[src/rtl/rx_fifo_timeout_pkg.sv]
package rx_fifo_timeout_pkg;
  typedef enum logic [1:0] {
    MODE_UART = 2'b00,
    MODE_SIR  = 2'b01,
    MODE_MIR  = 2'b10,
    MODE_FIR  = 2'b11
  } link_mode_e;

  function automatic logic mode_is_fast(link_mode_e m);
    return (m == MODE_MIR) || (m == MODE_FIR);
  endfunction
endpackage

[src/rtl/rx_fifo_timeout_timer.sv]
// Saturating tick counter; expired once count exceeds limit.
module rx_fifo_timeout_timer #(
  parameter int TMR_W = 8
) (
  input  logic             clk_i,
  input  logic             rst_ni,
  input  logic             restart_i,
  input  logic             tick_i,
  input  logic [TMR_W-1:0] limit_i,
  output logic             expired_o
);
  logic [TMR_W-1:0] cnt_q;

  always_ff @(posedge clk_i or negedge rst_ni) begin
    if (!rst_ni)                         cnt_q <= '0;
    else if (restart_i)                  cnt_q <= '0;
    else if (tick_i && cnt_q <= limit_i) cnt_q <= cnt_q + 1'b1;
  end

  assign expired_o = cnt_q > limit_i;
endmodule

[src/rtl/rx_fifo_timeout_flag.sv]
// Sticky time-out flag; clear wins over set.
module rx_fifo_timeout_flag (
  input  logic clk_i,
  input  logic rst_ni,
  input  logic clear_i,
  input  logic set_i,
  output logic flag_o
);
  always_ff @(posedge clk_i or negedge rst_ni) begin
    if (!rst_ni)      flag_o <= 1'b0;
    else if (clear_i) flag_o <= 1'b0;
    else if (set_i)   flag_o <= 1'b1;
  end
endmodule

[src/rtl/rx_fifo_timeout.sv]
module rx_fifo_timeout
  import rx_fifo_timeout_pkg::*;
#(
  parameter int CNT_W    = 5,
  parameter int ST_CNT_W = 4,
  parameter int HS_LIMIT = 64,
  parameter int LS_LIMIT = 160
) (
  input  logic                clk_i,
  input  logic                rst_ni,
  input  logic [1:0]          mode_i,
  input  logic                ext_i,
  input  logic                rx_ie_i,
  input  logic                dma_en_i,
  input  logic                st_ie_i,
  input  logic                tick_i,
  input  logic [CNT_W-1:0]    rx_count_i,
  input  logic [CNT_W-1:0]    rx_thr_i,
  input  logic                rx_wr_i,
  input  logic                rx_rd_i,
  input  logic [ST_CNT_W-1:0] st_count_i,
  input  logic                st_wr_i,
  input  logic                st_rd_i,
  output logic                rx_irq_o,
  output logic                rx_dma_o,
  output logic                rx_below_o,
  output logic                st_irq_o
);
  localparam int MAX_LIMIT = (HS_LIMIT > LS_LIMIT) ? HS_LIMIT : LS_LIMIT;
  localparam int TMR_W     = $clog2(MAX_LIMIT + 2);
  localparam logic [TMR_W-1:0] HS_LIM = TMR_W'(HS_LIMIT);
  localparam logic [TMR_W-1:0] LS_LIM = TMR_W'(LS_LIMIT);

  logic fast;
  assign fast = mode_is_fast(link_mode_e'(mode_i));

  // receive path
  logic             rx_empty, rx_restart, rx_clear, rx_expired, rx_to;
  logic [TMR_W-1:0] rx_limit;

  assign rx_empty   = (rx_count_i == '0);
  assign rx_limit   = fast ? HS_LIM : LS_LIM;
  assign rx_restart = rx_wr_i | rx_rd_i | rx_empty;
  assign rx_clear   = rx_rd_i | rx_empty;

  rx_fifo_timeout_timer #(.TMR_W(TMR_W)) i_rx_timer (
    .clk_i     (clk_i),
    .rst_ni    (rst_ni),
    .restart_i (rx_restart),
    .tick_i    (tick_i),
    .limit_i   (rx_limit),
    .expired_o (rx_expired)
  );

  rx_fifo_timeout_flag i_rx_flag (
    .clk_i   (clk_i),
    .rst_ni  (rst_ni),
    .clear_i (rx_clear),
    .set_i   (rx_expired),
    .flag_o  (rx_to)
  );

  // below-threshold mark captured when the time-out first fires
  logic below_q;
  always_ff @(posedge clk_i or negedge rst_ni) begin
    if (!rst_ni)                                   below_q <= 1'b0;
    else if (rx_clear)                             below_q <= 1'b0;
    else if (rx_expired && !rx_to &&
             (rx_count_i < rx_thr_i))              below_q <= 1'b1;
  end

  // status path, live only in fast modes
  logic st_empty, st_restart, st_clear, st_expired, st_to;
  assign st_empty   = (st_count_i == '0);
  assign st_clear   = st_rd_i | st_empty | !fast;
  assign st_restart = st_wr_i | st_clear;

  rx_fifo_timeout_timer #(.TMR_W(TMR_W)) i_st_timer (
    .clk_i     (clk_i),
    .rst_ni    (rst_ni),
    .restart_i (st_restart),
    .tick_i    (tick_i),
    .limit_i   (HS_LIM),
    .expired_o (st_expired)
  );

  rx_fifo_timeout_flag i_st_flag (
    .clk_i   (clk_i),
    .rst_ni  (rst_ni),
    .clear_i (st_clear),
    .set_i   (st_expired),
    .flag_o  (st_to)
  );

  assign rx_irq_o   = rx_to & rx_ie_i;
  assign rx_dma_o   = rx_to & dma_en_i & ext_i;
  assign rx_below_o = below_q;
  assign st_irq_o   = st_to & st_ie_i & fast;
endmodule

[config.mk]
export PLATFORM = sky130hd
export DESIGN_NAME = rx_fifo_timeout
export DESIGN_NICKNAME = d
export VERILOG_FILES = /design/src/rtl/rx_fifo_timeout_pkg.sv /design/src/rtl/rx_fifo_timeout_timer.sv /design/src/rtl/rx_fifo_timeout_flag.sv /design/src/rtl/rx_fifo_timeout.sv
export SDC_FILE = /design/constraint.sdc
export NUM_CORES = 1
export LEC_CHECK = 0
export ABC_CLOCK_PERIOD_IN_PS = 2600
export CAP_MARGIN = 10
export CORE_UTILIZATION = 26
export DETAILED_ROUTE_END_ITERATION = 12
export SYNTH_ARGS = -nofsm -noshare
export SYNTH_HDL_FRONTEND = slang
export SYNTH_SLANG_ARGS = --single-unit
[constraint.sdc]
create_clock -name clk_i -period 2.6 [get_ports clk_i]
set_clock_uncertainty 0.1 [all_clocks]
set_input_delay 0.39 -clock clk_i [delete_from_list [all_inputs] [get_ports clk_i]]
set_output_delay 0.39 -clock clk_i [all_outputs]
set_load 0.02 [all_outputs]
==> Word-level counts from Yosys, hierarchy flattened <==
Cells that the tools add are included.
{ "word_totals": {"input_bits": 27, "out_inout_bits": 4, "reg_bits": 19} }
{ "classes": {"bitwise": 11, "add_sub_neg": 2, "eq_ne": 2, "muxes": 11, "n_reduce_logical": 14, "magnitude_cmp": 5} }
{ "op_table": {"columns": ["operator", "n"], "rows": [
  ["8-bit 2-to-1 mux", 5],
  ["8-bit by 1-bit adder with 8-bit output, second input constant", 2],
  ["2-bit nonzero test", 5],
  ["8-bit by 7-bit greater-than comparator with 1-bit output, second input constant", 1],
  ["8-bit greater-than comparator", 1],
  ["8-bit by 7-bit <= comparator with 1-bit output, second input constant", 1],
  ["8-bit <= comparator", 1],
  ["1-bit 2-to-1 mux", 6],
  ["1-bit bitwise OR", 6],
  ["1-bit AND", 5],
  ["5-bit logical NOT", 1],
  ["5-bit < comparator", 1],
  ["2-bit equality test, second input constant", 2],
  ["1-bit logical AND", 4],
  ["4-bit logical NOT", 1],
  ["1-bit logical NOT", 2],
  ["1-bit logical OR", 1]
]} }

==> Depth between registers and ports, before layout <==
Gate-level depths: netlist (run 1).
{ "depth": {"word_depth": 8, "depth_mapped": 8} }

==> Cells and area by module <==
From an unflattened synthesis (run 1), not the netlist that was laid out.
{ "unflattened": {"cells_unflattened": 176, "area_unflattened_um2": 1549.0} }
{ "modules_own_cells": {"columns": ["module", "area_per_inst_um2", "seq_area_each_um2", "n_inst", "cells_each"], "rows": [
  ["rx_fifo_timeout_timer", 624.3, 200.2, 2, 70],
  ["rx_fifo_timeout", 230.2, 25.0, 1, 32],
  ["rx_fifo_timeout_flag", 35.0, 25.0, 2, 2]
]} }

==> Worst setup path after synthesis (run 1) <==
Ideal clock, no wire load.
{ "synth_timing": {"kind": "in2reg", "startpoint": "input port mode_i[1]", "endpoint": "register i_rx_timer.cnt_q[6]", "stages": 8, "slack_ns": 0.676, "n_path_buf": 2, "arrival_time_ns": 1.750, "required_ns": 2.426, "path_cell_list": "clkbuf_1 > ha_1 > nand3_1 > a211oi_2 > a31oi_2 > buf_6 > or3_1 > a21oi_2"} }
{ "synth_between": {"elab_chain_len": 6} }
{ "synth_lines": {"columns": ["element", "line_no", "text"], "rows": [
  ["start, declared", "rx_fifo_timeout.sv:11", "input logic [1:0] mode_i,"],
  ["2-bit equality test", "rx_fifo_timeout_pkg.sv:10", "return (m == MODE_MIR) || (m == MODE_FIR);"],
  ["1-bit logical OR *", "rx_fifo_timeout_pkg.sv:10", null],
  ["8-bit 2-to-1 mux *", "rx_fifo_timeout.sv:42", "assign rx_limit = fast ? HS_LIM : LS_LIM;"],
  ["8-bit <= comparator *", "rx_fifo_timeout_timer.sv:17", "else if (tick_i && cnt_q <= limit_i) cnt_q <= cnt_q + 1'b1;"],
  ["1-bit logical AND *", "rx_fifo_timeout_timer.sv:17", null],
  ["2-bit nonzero test (no source line) *", null, null],
  ["end signal, assigned", "rx_fifo_timeout_timer.sv:17", null],
  ["end, declared", "rx_fifo_timeout_timer.sv:12", "logic [TMR_W-1:0] cnt_q;"]
]} }
Every way passes the cells marked *; elsewhere a longest branch is shown, timed or not.
A chain may end at the register's enable or synchronous reset.

==> Worst setup path in the final report (run 1) <==
Ends and elaborated chain as after synthesis.

==> flow_metrics.tcl, run 1 <==
set metrics [dict create \
    synth_compound_gate_area_share_pct 13.98 \
    p_clk_share_pct 35.3 \
    p_sw_w 0.0001312 \
    core_mm2 0.004354 \
    p_leak_nw 0.6386 \
    ys.flop_type "dfrtp_1" \
    setup_viol 0 \
    pre_cts_ws_ns 0.1225 \
    portBuffers 29 \
    synth_top_family_by_area "simple AND/OR/NAND/NOR gates" \
    via_per_inst 4.803 \
    grt_pass1_vias 994 \
    status "finished clean" \
    crit_arrival_ns 2.30 \
    yosysSeqAreaShare_pct 40.55 \
    diodes 0 \
    antenna_found_initial 0 \
    muxShareOfSynthArea_pct 0.8538 \
    fin_ws_ns 0.3936 \
    h-tree-depth 1 \
    vias 1023 \
    synth_edf_count 0 \
    wl_mm 2.317 \
    cp-start-kind "input port" \
    yosys.area_share.simple_pct 24.76 \
    grt_max_degree 20 \
    power.density_mw_per_mm2 375.6 \
    row_count 24 \
    slew_violations 0 \
    cts_sinks 19 \
    finalCriticalPeriod_ns 2.206 \
    grt_usage_pct 10.57 \
    synth_cell_types 34 \
    slew_headroom_pct 61.91 \
    synth.avg_cell_area_um2 8.949 \
    syn_area_mm2 0.001172 \
    cp-end-kind "register" \
    tightest_slew_ns 0.5696 \
    synthCells 131 \
    fin_tns_setup_ns 0 \
    rsz0062_at_grt "false" \
    required_ns 2.69 \
    clock_latency_ns 0.25 \
    final_common_cell "clkdlybuf4s50_1" \
    wl_per_cell_um 10.88 \
    intPower_w 0.0004539 \
    synthAdderAreaFrac_pct 9.605 \
    ir_worst_vdd_uv 135.8 \
    post-route-period-util_pct 84.86 \
    synthArstFlopShare_pct 100.0 \
    die_w_um 69.15 \
    drtIter0Drc 52 \
    yosys_warnings 0 \
    area_growth_pct 32.87 \
    cts_buffers 3 \
    pin_count 31 \
    path_class "input port to register" \
    drtPass1Iterations 4 \
    ys_ff_latch 19 \
    max_freq_ghz 0.4532 \
    grt_pass1_wl_mm 4.119 \
    hpwlAfterDp_mm 1.815 \
    p_sw_share_pct 22.43 \
    globalplace.congestion 0.7536 \
    fp.dieH_um 69.15 \
    p_seq_share_pct 51.0 \
    clk_pin_slew_ns 0.07 \
    power_frac_comb_pct 13.6 \
    clockBufferDepth 2 \
    drc_errors 0 \
    tritoncts "done" \
    hold_viol 0 \
    grt_overflow 0 \
    cts-root-buf "clkbuf_8" \
    cap_violations 0 \
    post_cts_resized 0 \
    hold_buffers 0 \
    drive_gt1_share_pct 6.211 \
    antenna_left 0 \
    cp_max_fo 14 \
    synthesis.nets 167 \
    fin_nets 198 \
    initial_core_util_pct 26.93 \
    post_cts_buffers 0 \
    synth_xor_area_share_pct 4.482 \
    final_cell_mix "clkdlybuf4s50_1, dfrtp_1, nor2_1" \
    hp-class "input port to asynchronous set/reset pin" \
    die-area_mm2 0.004782 \
]
==> worst max-delay path: stages <==
cell and delay (ns):
clkdlybuf4s50_1 0.49, or3b_1 0.45, a211oi_2 0.25, a31oi_2 0.15, or3_1 0.43, a21oi_2 0.13
==> metal layers <==
metal | vias to the layer above | part of all wire [%] | GRT usage, %
li1 | 515 | - | -
met1 | 463 | 48 | 14.01
met2 | 38 | 43 | 15.53
met3 | 7 | 6.7 | 2.339
met4 | 0 | 2.8 | 6.576
met5 | - | 0 | 0
==> per-stage QoR <==
step	area (um2)	cells	hold WS, ns	power, W	util (%)
global route	1558	213	0.3764	0.0006172	35.78
finish	1558	213	0.3604	0.0005851	35.78
global placement	1513	209	0.4207	0.0003849	34.74
floorplan	1172	131	-0.005591	0.0003353	-
detailed placement	1513	209	0.4218	0.0003854	34.74
CTS	1558	213	0.3681	0.0005937	35.78
==> final cells by class <==
cell class,count,area [um2]
clock buffers,4,45.04
fillers,429,2796
inverters,12,45.04
multi-input cells,96,629.4
flip-flops and latches,19,475.5
well taps,52,65.06
repair buffers,30,297.8
==> worst paths after layout <==
kind / startpoint / to / slack (ns) / depth (start not counted)
worst max-delay path: mode_i[1] / i_rx_timer.cnt_q[6] / 0.39 / 6
worst min-delay path: rst_ni / i_st_timer.cnt_q[1] / 0.36 / 2
worst max register to register: i_st_timer.cnt_q[0] / i_st_timer.cnt_q[2] / 0.54 / 7
worst min register to register: i_st_timer.cnt_q[6] / i_st_timer.cnt_q[6] / 0.44 / 2
max in group asynchronous: rst_ni / i_rx_flag.flag_o / 1.84 / 2
min in group clk_i: i_st_timer.cnt_q[6] / i_st_timer.cnt_q[6] / 0.44 / 2
==> sequential cells by signal, indices dropped and copies added (netlist names) <==
name and cells:
i_st_flag.flag_o 1, i_st_timer.cnt_q 8, rx_below_o 1, i_rx_flag.flag_o 1
i_rx_timer.cnt_q 8
==> synth_stat cells (all sizes together) (3+ instances only) <==
master	count	area, um2
inv	12	45.04
a21oi	12	63.81
or3	7	43.79
nand2	6	22.52
o21ai	9	45.04
dfrtp	19	475.5
xnor2	4	35.03
and3	4	25.02
nand3	6	30.03
nor2	13	48.80
clkbuf	3	11.26
ha	9	112.6
==> power by group through the flow <==
stage                     registers (W)  clock network [W]   logic, W
after CTS                      0.000299           0.000214  0.0000815
after global routing           0.000299           0.000230  0.0000890
after global placement         0.000304                  0  0.0000807
after floorplan                0.000304                  0  0.0000313
final                          0.000299           0.000207  0.0000798
after detailed placement       0.000304                  0  0.0000810
==> logic make-up (layout without fill, tap and decap cells) <==
kind of cell / after synthesis / count (layout)
AND/OR/NAND/NOR: 53 / 53
flip-flops: 19 / 19
AO/OA/AOI/OAI: 27 / 27
buffers and inverters: 16 / 46
XOR/XNOR: 6 / 6
multiplexers: 1 / 1
adder cells (fa/ha/maj): 9 / 9
Power figures use the tool's default switching activity.
==> run 2: changes to the inputs <==
--- a/config.mk
+++ b/config.mk
@@ -5,7 +5,7 @@
 export SDC_FILE = /design/constraint.sdc
 export NUM_CORES = 1
 export LEC_CHECK = 0
-export ABC_CLOCK_PERIOD_IN_PS = 2600
+export ABC_CLOCK_PERIOD_IN_PS = 2200
 export CAP_MARGIN = 10
 export CORE_UTILIZATION = 26
 export DETAILED_ROUTE_END_ITERATION = 12
==> constraint.sdc (replaced) <==
create_clock -name clk_i -period 2.2 [get_ports clk_i]
set_clock_uncertainty 0.1 [all_clocks]
set_input_delay 0.33 -clock clk_i [delete_from_list [all_inputs] [get_ports clk_i]]
set_output_delay 0.33 -clock clk_i [all_outputs]
set_load 0.02 [all_outputs]
==> run 2 against run 1 <==
Net effect:
- non-clock buffer count up 4
- register-to-register slack got worse by 0.37 ns
- largest power group unchanged
- worst setup slack got worse by 0.28 ns
- clock power grew 17%
- sequential share of layout area fell by 0.79 points
- die area unchanged
- combinational power grew 25%
- via count rose by 0.29%
- sequential power rose by 18%
- critical endpoint unchanged
- total power grew 19%
==> flow_metrics.tcl, run 2 (same netlist as run 1, synthesis figures left out) <==
set metrics [dict create \
    wl_mm 2.398 \
    fin_nets 202 \
    required_ns 2.29 \
    top_regs "i_rx_timer.cnt_q (8), i_st_timer.cnt_q (8)" \
    cts_buffers 3 \
    worstPathCellList "clkdlybuf4s50_1 > or3b_1 > a211oi_2 > a31oi_4 > or3_1 > a21oi_2" \
    row_count 24 \
    cts_sinks 19 \
    globalplace.congestion 0.7647 \
    slew_violations 0 \
    hold_viol 0 \
    dp_cells 213 \
    hpwlAfterDp_mm 1.865 \
    pre_cts_ws_ns -0.1494 \
    ir_worst_vdd_uv 179.5 \
    setup_viol 0 \
    grt_max_degree 20 \
    max_freq_ghz 0.4783 \
    tightest_slew_ns 0.3446 \
    final_cell_mix "clkdlybuf4s50_1, dfrtp_1, nor2_1" \
    final_area_mm2 0.001599 \
    hold_buffers 0 \
    drtPass1Iterations 4 \
    fin_ws_ns 0.1094 \
    cp-end-kind "register" \
    fin_cells 217 \
    die-area_mm2 0.004782 \
    power.density_mw_per_mm2 435.1 \
    crit_arrival_ns 2.18 \
    r2r_cells 7 \
    vias 1026 \
    diodes 0 \
    wl_per_cell_um 11.05 \
    grt_overflow 0 \
    grt_pass1_wl_mm 4.367 \
    cap_violations 0 \
    drtIter0Drc 54 \
    die_w_um 69.15 \
    clockBufferDepth 2 \
    finalCriticalPeriod_ns 2.091 \
    initial_core_util_pct 26.93 \
    hp-class "input port to asynchronous set/reset pin" \
    cp_top_family "simple AND/OR/NAND/NOR gates" \
    tritoncts "done" \
    cp_max_fo 13 \
    path_buf_inv 1 \
    fp.dieH_um 69.15 \
    pin_count 31 \
    antenna_left 0 \
    post-route-period-util_pct 95.03 \
    path_depth 6 \
    cp-start-kind "input port" \
    drc_errors 0 \
    grt_pass1_vias 999 \
    slew_headroom_pct 76.72 \
    area_growth_pct 36.39 \
    drive_gt1_share_pct 8.485 \
    clk_pin_slew_ns 0.07 \
    path_class "input port to register" \
    cp_slowest_stage_delay_ns 0.46 \
    cts-root-buf "clkbuf_8" \
    cp_slowest_cell "clkdlybuf4s50_1" \
    rsz0062_at_grt "false" \
    grt_usage_pct 11.05 \
    via_per_inst 4.728 \
    antenna_found_initial 0 \
    detailed_place.area_mm2 0.001543 \
    status "finished clean" \
    h-tree-depth 1 \
    core_mm2 0.004354 \
    post-route-util_pct 36.72 \
    p_leak_nw 0.6775 \
    portBuffers 29 \
    final_common_cell "clkdlybuf4s50_1" \
    clock_latency_ns 0.25 \
]
## run 2: cell count changes in the layout (fill, tap and decap cells not counted), sizes merged
cell           delta
buf               +4
clkdlybuf4s50     -1
dlymetal6s2s      +1
## run 2: report_power, final
| group | switching, W | leakage [nW] | internal [W] |
|---|---|---|---|
| Clock | 0.000114 | 0.0228 | 0.000129 |
| Combinational | 0.0000394 | 0.390 | 0.0000609 |
| Sequential | 0.00000180 | 0.265 | 0.000351 |
| Total | 0.000155 | 0.677 | 0.000541 |
## run 2: cell type report
cell class / instances / area (um2)
Inverter: 12 / 45.04
Sequential cell: 19 / 475.5
Timing Repair Buffer: 34 / 330.3
Multi-Input combinational cell: 96 / 638.1
Clock buffer: 4 / 45.04
Fill cell: 444 / 2755
Tap cell: 52 / 65.06
## run 2: metrics by stage
stage          TNS [ns]  hold slack (ns)  power [W]
6_report              0           0.3011  0.0006957
5_1_grt               0           0.3224  0.0007347
4_1_cts               0           0.3084  0.0007061
3_5_place_dp     -1.042           0.4220  0.0004602
3_3_place_gp    -0.9869           0.4096  0.0004591
2_1_floorplan         0         -0.06559  0.0003962
## run 2: what timing repair did
action | in CTS | in global routing
endpoints found under the setup margin | 0 | 2
setup buffers | 0 | 0
resized for setup | 0 | 2
## run 2: worst paths after layout
| check | startpoint | end | slack, ns |
|---|---|---|---|
| setup / recovery | mode_i[1] | i_rx_timer.cnt_q[6] | 0.11 |
| hold / removal | rst_ni | i_st_timer.cnt_q[0] | 0.30 |
| setup reg to reg | i_st_timer.cnt_q[0] | i_st_timer.cnt_q[0] | 0.17 |
| hold reg to reg | i_st_timer.cnt_q[6] | i_st_timer.cnt_q[6] | 0.44 |
| max in group asynchronous | rst_ni | i_st_timer.cnt_q[3] | 1.50 |
| min in group clk_i | i_st_timer.cnt_q[6] | i_st_timer.cnt_q[6] | 0.44 |
## run 2: layer usage
layer / global-route usage [%] / vias up / wire, um
li1: - / 525 / -
met1: 14.77 / 469 / 1189
met2: 17.15 / 30 / 1043
met3: 2.339 / 2 / 144
met4: 4.762 / 0 / 21
met5: 0 / - / 0
==> run 3: changes to the inputs <==
--- a/config.mk
+++ b/config.mk
@@ -9,6 +9,7 @@
 export CAP_MARGIN = 10
 export CORE_UTILIZATION = 26
 export DETAILED_ROUTE_END_ITERATION = 12
+export DONT_BUFFER_PORTS = 1
 export SYNTH_ARGS = -nofsm -noshare
 export SYNTH_HDL_FRONTEND = slang
 export SYNTH_SLANG_ARGS = --single-unit
==> run 3 against run 2 <==
Net effect:
- worst hold slack worse by 0.16 ns
- highest routed layer unchanged
- largest power group unchanged
- cell area down 21%
- combinational power down 52%
- critical path type is now register to register
==> flow_metrics.tcl, run 3 (same netlist as run 1, synthesis figures left out) <==
set metrics [dict create \
    status "finished clean" \
    post_cts_buffers 0 \
    cts-root-buf "clkbuf_8" \
    grt_pass1_vias 904 \
    area_growth_pct 8.325 \
    antenna_found_initial 0 \
    h-tree-depth 1 \
    post_cts_resized 0 \
    initial_core_util_pct 26.93 \
    min_path_cells 2 \
    drtPass1Iterations 4 \
    slew_violations 0 \
    portBuffers 0 \
    final_area_mm2 0.001270 \
    setup_viol 0 \
    vias 887 \
    die_w_um 69.15 \
    power.density_mw_per_mm2 507.2 \
    cp-end-kind "register" \
    pre_cts_ws_ns 0.1843 \
    post-route-period-util_pct 91.98 \
    globalplace.congestion 0.7566 \
    top_regs "i_rx_timer.cnt_q (8), i_st_timer.cnt_q (8)" \
    path_class "register to register" \
    antenna_left 0 \
    wl_per_cell_um 11.61 \
    diodes 0 \
    core_mm2 0.004354 \
    fin_nets 169 \
    fp.dieH_um 69.15 \
    hpwlAfterDp_mm 1.642 \
    tightest_slew_ns 0.8783 \
    r2r_cells 7 \
    final_cell_mix "dfrtp_1, nor2_1, inv_1" \
    hold_viol 0 \
    die-area_mm2 0.004782 \
    tritoncts "done" \
    clockBufferDepth 2 \
    drtIter0Drc 33 \
    final_common_cell "dfrtp_1" \
    cts_buffers 3 \
    fin_tns_setup_ns 0 \
    grt_usage_pct 9.786 \
    row_count 24 \
    ir_worst_vdd_uv 192.6 \
    pin_count 31 \
    clk_pin_slew_ns 0.07 \
    rsz0062_at_grt "false" \
    cp_max_fo 4 \
    cap_violations 0 \
    clock_latency_ns 0.25 \
    finalCriticalPeriod_ns 2.024 \
    hp-class "input port to register" \
    cp-start-kind "register" \
    fillCellCount 457 \
    grt_max_degree 20 \
    p_leak_nw 0.5266 \
    grt_pass1_wl_mm 3.864 \
    drc_errors 0 \
    required_ns 2.25 \
    drive_gt1_share_pct 6.818 \
    max_freq_ghz 0.4942 \
    crit_arrival_ns 2.07 \
    detailed_place.area_mm2 0.001215 \
    cts_sinks 19 \
    wl_mm 2.137 \
    via_per_inst 4.821 \
    grt_overflow 0 \
    slew_headroom_pct 41.25 \
    fin_ws_ns 0.1764 \
]
## run 3: worst max-delay path, stage by stage (launching register included)
cell,delay (ns)
dfrtp_1,0.40
inv_1,0.09
ha_1,0.15
or4b_2,0.58
o21ai_1,0.26
nand2_1,0.14
xnor2_1,0.14
nor2_1,0.05
## run 3: final cells by class
cell class | count | area, um2 | area share [%]
multi-input combinational | 96 | 629.4 | 49.56
sequential | 19 | 475.5 | 37.44
tap | 52 | 65.06 | 5.123
clock buffer | 4 | 45.04 | 3.547
inverter | 12 | 45.04 | 3.547
timing repair buffer | 1 | 10.01 | 0.7882
## run 3: worst paths after layout
kind,start,end,slack (ns)
worst max-delay path,i_st_timer.cnt_q[0],i_st_timer.cnt_q[0],0.18
worst min-delay path,mode_i[1],i_st_flag.flag_o,0.14
worst max register to register,i_st_timer.cnt_q[0],i_st_timer.cnt_q[0],0.18
worst min register to register,i_st_timer.cnt_q[6],i_st_timer.cnt_q[6],0.43
max in group asynchronous,rst_ni,i_st_timer.cnt_q[4],0.92
min in group asynchronous,rst_ni,i_st_timer.cnt_q[1],0.54
## run 3: metal layers
layer  global-route usage (%)  part of all wire, %
met1                    13.62                   51
met2                    15.21                   43
met3                    2.632                  5.2
met4                    2.041                 0.37
met5                        0                    0
## run 3: repair_timing
action | CTS | global route
hold endpoints to repair | 19 | 0
setup endpoints to repair | 0 | 0
hold buffers | 1 | 0
## run 3: metrics by stage
step / power, W / cells / hold slack [ns] / utilization, %
after floorplan: 0.0003962 / 131 / -0.06559 / -
after global placement: 0.0004001 / 179 / -0.06524 / 27.90
after detailed placement: 0.0004006 / 179 / -0.06527 / 27.90
after CTS: 0.0006566 / 184 / 0.1332 / 29.17
after global routing: 0.0006784 / 184 / 0.1516 / 29.17
final: 0.0006442 / 184 / 0.1363 / 29.17
## run 3: where the power goes
| group | internal (W) | total (W) | switching (W) |
|---|---|---|---|
| Clock | 0.000129 | 0.000243 | 0.000115 |
| Sequential | 0.000351 | 0.000353 | 0.00000187 |
| Combinational | 0.0000187 | 0.0000482 | 0.0000294 |
| Total | 0.000498 | 0.000644 | 0.000146 |
